--- config.mk ---
export PLATFORM = sky130hd
export DESIGN_NAME = boost_tgt_calc
export DESIGN_NICKNAME = d
export VERILOG_FILES = /design/src/rtl/btc_pkg.sv /design/src/rtl/btc_div.sv /design/src/rtl/btc_rate_lut.sv /design/src/rtl/boost_tgt_calc.sv
export SDC_FILE = /design/constraint.sdc
export NUM_CORES = 2
export LEC_CHECK = 0
export BUFFER_PORTS_ARGS = -buffer_cell sky130_fd_sc_hd__buf_2
export CORE_MARGIN = 3
export CORE_UTILIZATION = 40
export CTS_CLUSTER_DIAMETER = 50
export DETAILED_ROUTE_END_ITERATION = 12
export PLACE_DENSITY_LB_ADDON = 0.3
export SYNTH_ARGS = -nofsm -noshare
export SYNTH_HDL_FRONTEND = slang
export SYNTH_SLANG_ARGS = --single-unit
export TNS_END_PERCENT = 10
--- constraint.sdc ---
create_clock -name clk -period 20.7 [get_ports clk]
set_clock_uncertainty 0.05 [all_clocks]
set_input_delay 0 -clock clk [delete_from_list [all_inputs] [get_ports clk]]
set_output_delay 0 -clock clk [all_outputs]
set_load 0.05 [all_outputs]
--- src/rtl/btc_pkg.sv ---
package btc_pkg;
  localparam int CW       = 16;
  localparam int NSET     = 2;
  localparam int STEP     = 16000;
  localparam int FLOOR    = STEP / 2;
  localparam int PERIOD   = 12;
  localparam int BAND_PPT = 6;
  localparam int PCT      = 100;
  localparam int PPT      = 1000;
  localparam int LUT_ROWS = 7;

  typedef enum logic [1:0] {
    EV_SAMPLE     = 2'b00,
    EV_UPPER      = 2'b01,
    EV_LOWER      = 2'b10,
    EV_SAMPLE_ALT = 2'b11
  } ev_kind_e;

  typedef struct packed {
    logic [CW-1:0] grow_pct;
    logic [CW-1:0] decay_pct;
    logic [CW-1:0] hi_pct;
    logic [CW-1:0] lo_pct;
    logic [CW-1:0] sustain;
    logic [31:0]   dep_floor;
  } coef_t;

  function automatic coef_t coef_of(input int unsigned idx);
    coef_t c;
    case (idx)
      1: c = '{grow_pct: 16'd800, decay_pct: 16'd90, hi_pct: 16'd27, lo_pct: 16'd10,
               sustain: 16'(10000 / 27), dep_floor: 32'd50000};
      default: c = '{grow_pct: 16'd200, decay_pct: 16'd50, hi_pct: 16'd60, lo_pct: 16'd40,
                     sustain: 16'(10000 / 60), dep_floor: 32'd0};
    endcase
    return c;
  endfunction

  // Rows are searched from index 0; the first key not above the input wins.
  function automatic logic [31:0] lut_key(input int idx);
    case (idx)
      0: return 32'd1400000;
      1: return 32'd1200000;
      2: return 32'd1100000;
      3: return 32'd1000000;
      4: return 32'd800000;
      5: return 32'd500000;
      default: return 32'd250000;
    endcase
  endfunction

  function automatic logic [31:0] lut_val(input int idx);
    case (idx)
      0: return 32'hFFFF_FFFF;
      1: return 32'd750000;
      2: return 32'd600000;
      3: return 32'd500000;
      4: return 32'd375000;
      5: return 32'd200000;
      default: return 32'd100000;
    endcase
  endfunction
endpackage

--- src/rtl/btc_div.sv ---
module btc_div #(
  parameter int DVW = 64,
  parameter int DSW = 16
) (
  input  logic           clk,
  input  logic           rst_n,
  input  logic           start,
  input  logic [DVW-1:0] dividend,
  input  logic [DSW-1:0] divisor,
  output logic           done,
  output logic [DVW-1:0] quot
);
  localparam int CNTW = $clog2(DVW + 1);

  logic [DVW-1:0]  sh_q;
  logic [DSW:0]    rem_q;
  logic [DSW-1:0]  dsr_q;
  logic [CNTW-1:0] cnt_q;
  logic            run_q;
  logic [DSW:0]    rem_sh;
  logic [DSW:0]    rem_nx;
  logic            fits;

  always_comb begin
    rem_sh = {rem_q[DSW-1:0], sh_q[DVW-1]};
    fits   = rem_sh >= {1'b0, dsr_q};
    rem_nx = fits ? rem_sh - {1'b0, dsr_q} : rem_sh;
  end

  always_ff @(posedge clk or negedge rst_n) begin
    if (!rst_n) begin
      sh_q  <= '0;
      rem_q <= '0;
      dsr_q <= '0;
      cnt_q <= '0;
      run_q <= 1'b0;
      done  <= 1'b0;
    end else begin
      done <= 1'b0;
      if (start) begin
        sh_q  <= dividend;
        rem_q <= '0;
        dsr_q <= divisor;
        cnt_q <= CNTW'(DVW);
        run_q <= 1'b1;
      end else if (run_q) begin
        sh_q  <= {sh_q[DVW-2:0], fits};
        rem_q <= rem_nx;
        cnt_q <= cnt_q - 1'b1;
        if (cnt_q == CNTW'(1)) begin
          run_q <= 1'b0;
          done  <= 1'b1;
        end
      end
    end
  end

  assign quot = sh_q;
endmodule

--- src/rtl/btc_rate_lut.sv ---
module btc_rate_lut
  import btc_pkg::*;
#(
  parameter int W = 32
) (
  input  logic [W-1:0] key_in,
  input  logic [W-1:0] cap_in,
  output logic [W-1:0] rate
);
  logic [W-1:0] pick;

  always_comb begin
    pick = '0;
    for (int i = LUT_ROWS - 1; i >= 0; i--) begin
      if (key_in >= W'(lut_key(i))) pick = W'(lut_val(i));
    end
    rate = (pick > cap_in) ? cap_in : pick;
  end
endmodule

--- src/rtl/boost_tgt_calc.sv ---
module boost_tgt_calc
  import btc_pkg::*;
#(
  parameter int W   = 32,
  parameter int NCH = NSET,
  localparam int CHW = (NCH > 1) ? $clog2(NCH) : 1
) (
  input  logic           clk,
  input  logic           rst_n,
  input  logic           ev_valid,
  output logic           ev_ready,
  input  logic [1:0]     ev_kind,
  input  logic [CHW-1:0] ev_chan,
  input  logic [W-1:0]   avg_cnt,
  input  logic [W-1:0]   cur_freq,
  input  logic [W-1:0]   max_freq,
  input  logic [W-1:0]   cpu_freq,
  input  logic [1:0]     arm_in,
  output logic           res_valid,
  input  logic           res_ready,
  output logic [W-1:0]   boost_out,
  output logic [W-1:0]   target_out,
  output logic [W-1:0]   avg_wm_hi,
  output logic [W-1:0]   avg_wm_lo,
  output logic [W-1:0]   raw_wm_hi,
  output logic [W-1:0]   raw_wm_lo,
  output logic           arm_below,
  output logic           arm_above
);
  localparam int DVW = 2 * W;
  localparam int DSW = CW;

  typedef enum logic [2:0] {
    S_IDLE, S_BOOST, S_BAND, S_HIW, S_LOW, S_AVG, S_TGT, S_OUT
  } st_e;

  function automatic logic [W-1:0] sat_w(input logic [DVW-1:0] v);
    return (|v[DVW-1:W]) ? {W{1'b1}} : v[W-1:0];
  endfunction

  st_e            st_q;
  ev_kind_e       kind_q;
  logic [CHW-1:0] ch_q;
  logic [W-1:0]   avg_q, cur_q, max_q, cpu_q;
  logic [1:0]     arm_q;
  logic           fired_q;
  logic [W-1:0]   a12_q;
  logic [W-1:0]   bank_q [NCH];

  coef_t          cset;
  logic [W-1:0]   boost_old;
  logic           is_sample, need_div, div_go, div_done, step_end;
  logic [DVW-1:0] dvd, quot;
  logic [DSW-1:0] dsr;
  logic [W-1:0]   nb_c, band_c, tgt_c, lut_rate, q_sat, up_sum;
  logic           below_c, above_c, dep_on, dep_hit;

  assign cset      = coef_of(int'(ch_q));
  assign boost_old = bank_q[ch_q];
  assign is_sample = (kind_q == EV_SAMPLE) || (kind_q == EV_SAMPLE_ALT);
  assign need_div  = (st_q == S_BAND) || (st_q == S_HIW) || (st_q == S_LOW) ||
                     (st_q == S_AVG) || (st_q == S_TGT) || (st_q == S_BOOST && !is_sample);
  assign div_go    = need_div && !fired_q;
  assign step_end  = (st_q == S_BOOST && is_sample) || (need_div && div_done);
  assign dep_on    = (cset.dep_floor != 32'd0);
  assign dep_hit   = dep_on && (avg_q >= W'(cset.dep_floor));

  // operand selection for the shared divider
  always_comb begin
    dvd = '0;
    dsr = DSW'(PCT);
    case (st_q)
      S_BOOST: dvd = DVW'(boost_old) *
                     DVW'((kind_q == EV_UPPER) ? cset.grow_pct : cset.decay_pct);
      S_BAND: begin
        dvd = DVW'(max_q) * DVW'(BAND_PPT);
        dsr = DSW'(PPT);
      end
      S_HIW: dvd = DVW'(cur_q) * DVW'(PERIOD) * DVW'(cset.hi_pct);
      S_LOW: dvd = DVW'(cur_q) * DVW'(PERIOD) * DVW'(cset.lo_pct);
      S_AVG: begin
        dvd = DVW'(avg_q);
        dsr = DSW'(PERIOD);
      end
      S_TGT: dvd = DVW'(a12_q) * DVW'(cset.sustain);
      default: dvd = '0;
    endcase
  end

  btc_div #(.DVW(DVW), .DSW(DSW)) u_div (
    .clk(clk), .rst_n(rst_n), .start(div_go),
    .dividend(dvd), .divisor(dsr), .done(div_done), .quot(quot)
  );

  btc_rate_lut #(.W(W)) u_lut (
    .key_in(cpu_q), .cap_in(max_q), .rate(lut_rate)
  );

  // boost update and re-arm decision
  always_comb begin
    q_sat  = sat_w(quot);
    up_sum = sat_w(quot + DVW'(STEP));
    nb_c    = boost_old;
    below_c = arm_q[0];
    above_c = arm_q[1];
    case (kind_q)
      EV_UPPER: begin
        below_c = 1'b1;
        if (up_sum >= max_q) begin
          nb_c    = max_q;
          above_c = 1'b0;
        end else begin
          nb_c    = up_sum;
          above_c = 1'b1;
        end
      end
      EV_LOWER: begin
        above_c = 1'b1;
        if (q_sat < W'(FLOOR)) begin
          nb_c    = '0;
          below_c = 1'b0;
        end else begin
          nb_c    = q_sat;
          below_c = 1'b1;
        end
      end
      default: ;
    endcase
    if (dep_on) begin
      if (dep_hit) below_c = 1'b1;
      else if (nb_c == '0) below_c = 1'b0;
    end
  end

  always_comb begin
    band_c = sat_w(quot * DVW'(PERIOD));
    tgt_c  = sat_w(quot + DVW'(boost_out));
    if (dep_hit && lut_rate > tgt_c) tgt_c = lut_rate;
  end

  always_ff @(posedge clk or negedge rst_n) begin
    if (!rst_n) begin
      for (int c = 0; c < NCH; c++) bank_q[c] <= '0;
    end else if (st_q == S_BOOST && step_end) begin
      for (int c = 0; c < NCH; c++)
        if (ch_q == CHW'(c)) bank_q[c] <= nb_c;
    end
  end

  always_ff @(posedge clk or negedge rst_n) begin
    if (!rst_n) begin
      st_q <= S_IDLE;
      kind_q <= EV_SAMPLE;
      ch_q <= '0;
      avg_q <= '0;
      cur_q <= '0;
      max_q <= '0;
      cpu_q <= '0;
      arm_q <= '0;
      fired_q <= 1'b0;
      a12_q <= '0;
      boost_out <= '0;
      target_out <= '0;
      avg_wm_hi <= '0;
      avg_wm_lo <= '0;
      raw_wm_hi <= '0;
      raw_wm_lo <= '0;
      arm_below <= 1'b0;
      arm_above <= 1'b0;
    end else begin
      if (div_go) fired_q <= 1'b1;
      else if (step_end) fired_q <= 1'b0;
      case (st_q)
        S_IDLE: if (ev_valid) begin
          kind_q <= ev_kind_e'(ev_kind);
          ch_q   <= ev_chan;
          avg_q  <= avg_cnt;
          cur_q  <= cur_freq;
          max_q  <= max_freq;
          cpu_q  <= cpu_freq;
          arm_q  <= arm_in;
          st_q   <= S_BOOST;
        end
        S_BOOST: if (step_end) begin
          boost_out <= nb_c;
          arm_below <= below_c;
          arm_above <= above_c;
          st_q      <= S_BAND;
        end
        S_BAND: if (step_end) begin
          avg_wm_hi <= sat_w(DVW'(avg_q) + DVW'(band_c));
          avg_wm_lo <= ((avg_q > band_c) ? avg_q : band_c) - band_c;
          st_q      <= S_HIW;
        end
        S_HIW: if (step_end) begin
          raw_wm_hi <= sat_w(quot);
          st_q      <= S_LOW;
        end
        S_LOW: if (step_end) begin
          raw_wm_lo <= sat_w(quot);
          st_q      <= S_AVG;
        end
        S_AVG: if (step_end) begin
          a12_q <= quot[W-1:0];
          st_q  <= S_TGT;
        end
        S_TGT: if (step_end) begin
          target_out <= tgt_c;
          st_q       <= S_OUT;
        end
        default: if (res_ready) st_q <= S_IDLE;
      endcase
    end
  end

  assign ev_ready  = (st_q == S_IDLE);
  assign res_valid = (st_q == S_OUT);
endmodule

==> impl_metrics.ini <==
[place]
placement.io_buffers = 328
dpl.hpwl_mm = 205
placed_cell_area_um2 = 73300
gp_congestion = 1.00

[drt]
dr.pass1.iters = 8
num_vias = 61600
vias_per_cell = 5.72
wl_per_cell_um = 23.6
first_iter_violations = 5216
drt-total-wl_mm = 254
drcViolationCount = 0
antenna_left = 0

[sta]
tightestPinTransition_ns = 1.12
final.period_utilization = 0.627
min_period_ns = 12.97
tns_ns = 0
final_hold_viol_count = 0
timing.fmax_ghz = 0.0771
setup_viol = 0
slew_violations = 0
rsz0062_at_grt = false
max_slew_margin = 0.235

[worst_hold_path]
hold_path_depth = 4
hold_class = input port to register

[floorplanning]
core_area_um2 = 170000
start_util = 0.404
rows = 151
die_w_um = 421
die_h_um = 421
ios = 333
die_area_um2 = 177000

[flow_run]
cap_viol_max_count = 0

[worst_setup_path]
cpMaxStageDelayCell = nor4_2
rr_worst_depth = 42
max_stage_delay_ns = 0.77
crit_fanout = 63
criticalPathCategory = register to register
critPathLaunchType = register
crit_required_ns = 21.22
worstPathArrival_ns = 13.49
cp-end-kind = register

[layout]
area_growth_pct = 15.1
drive_gt1_frac = 0.110
nNetsFinal = 10100
final_area_um2 = 79200
final_core_util = 0.465

[cts]
cts_buffers = 90
clock-sinks = 516
clockBufferDepth = 3
clk_latency_ns = 0.76
clock-root-buffer = clkbuf_16
h-tree-depth = 3
clk_pin_slew_worst_paths_ns = 0.06
post-cts-setup-buffer-count = 0
cts_tree = built

[grt]
grt_first_pass_wirelength_mm = 381
grt_usage = 0.284
grt_max_degree = 138
grt.overflow.total = 0
grt_pass1_vias = 61400
antenna_found_initial = 14

[synth]
synth_area_per_cell_um2 = 8.77
synth_most_common_cell = ha_1
synth_top_area_frac = 0.200
ys_types = 109
synth_cells = 7847
ys_ff_latch = 516
syn_area_um2 = 68800
synth.cells.most_frequent = 1098 x ha_1, 869 x inv_1, 599 x nand2_1
synth-async-reset-ratio = 1.00
synth_warnings = 0
synth_ff_type = dfrtp_1
synthTopCellsByArea = ha_1 20%, dfrtp_1 19%, fa_1 14%
synth_seq_area_share = 0.188
yosys.area.top_type = ha_1
synth-edff-count = 0

[run_status]
status = finished clean
## worst max-delay path: cells and delay by family, from the launching register on
kind                     cells  cell delay (ns)
AND/OR/NAND/NOR              8             2.65
adder cells (fa/ha/maj)      4             1.58
buffers and inverters        4             1.27
XOR/XNOR                     1             0.14
flip-flops                   1             0.67
AO/OA/AOI/OAI               25             6.32
## layout by cell type (no fill, tap or decap), drive strengths merged, types with 34 or more instances in the layout
| cell | n |
|---|---|
| a211oi | 47 |
| a21o | 192 |
| a21oi | 562 |
| a221oi | 40 |
| a31oi | 73 |
| and2 | 109 |
| and3 | 51 |
| buf | 439 |
| clkbuf | 111 |
| conb | 34 |
| dfrtp | 516 |
| dlygate4sd3 | 259 |
| fa | 493 |
| ha | 1098 |
| inv | 895 |
| mux2 | 177 |
| mux2i | 80 |
| nand2 | 599 |
| nand2b | 84 |
| nand3 | 126 |
| nand4 | 107 |
| nor2 | 586 |
| nor2b | 101 |
| nor3 | 113 |
| nor4 | 44 |
| o21a | 80 |
| o21ai | 461 |
| o21bai | 49 |
| o22ai | 53 |
| o31ai | 40 |
| or2 | 70 |
| xnor2 | 190 |
| xor2 | 138 |
## metal layers
layer,share of wire,vias up,track usage
met2,0.44,2375,0.439
met4,0.056,8,0.136
li1,-,28500,-
met1,0.43,30100,0.373
met3,0.081,586,0.0660
met5,0.00066,-,0.00500
## logic make-up after synthesis
family                   Yosys count  synth area share
AND/OR/NAND/NOR                 2117             0.150
multiplexers                     257            0.0406
flip-flops                       516             0.188
XOR/XNOR                         328            0.0418
AO/OA/AOI/OAI                   1878             0.173
buffers and inverters           1158            0.0639
adder cells (fa/ha/maj)         1591             0.343
other                              2          0.000109
## path summary, 6_finish.rpt
kind	from	to	slack, ns
worst min register to register	avg_wm_lo[19]	avg_wm_lo[19]	0.42
worst max register to register	u_div.quot[3]	avg_wm_lo[30]	7.73
worst max-delay path	u_div.quot[3]	avg_wm_lo[30]	7.73
min in group asynchronous	rst_n	avg_wm_lo[7]	0.41
worst min-delay path	max_freq[12]	max_q[12]	0.04
max in group asynchronous	rst_n	cpu_q[19]	17.62
## cell type report
class | instances | area (um^2)
clock buffers | 111 | 2540
fillers | 16500 | 91000
inverters | 873 | 3280
flip-flops and latches | 516 | 12900
diodes | 8 | 20.0
multi-input cells | 6205 | 51700
well taps | 2295 | 2870
clock inverters | 57 | 732
repair buffers | 698 | 5110
## stage by stage
| step | hold slack, ns | setup slack (ns) | instances |
|---|---|---|---|
| after floorplan | -0.346 | 11.19 | 7879 |
| after global placement | 0.00288 | 8.12 | 10300 |
| after detailed placement | 0.0110 | 7.96 | 10300 |
| after CTS | 0.00188 | 7.92 | 10800 |
| after global routing | 0.0412 | 6.93 | 10800 |
| final | 0.0442 | 7.73 | 10800 |
## timing repair
action	CTS	global route
hold buffers	260	0
resized for setup	0	0
setup endpoints to repair	0	0
endpoints found under the hold margin	289	0
Power is not shown: default switching activity piles up to over one toggle a cycle in this logic, so the estimate is an artifact.
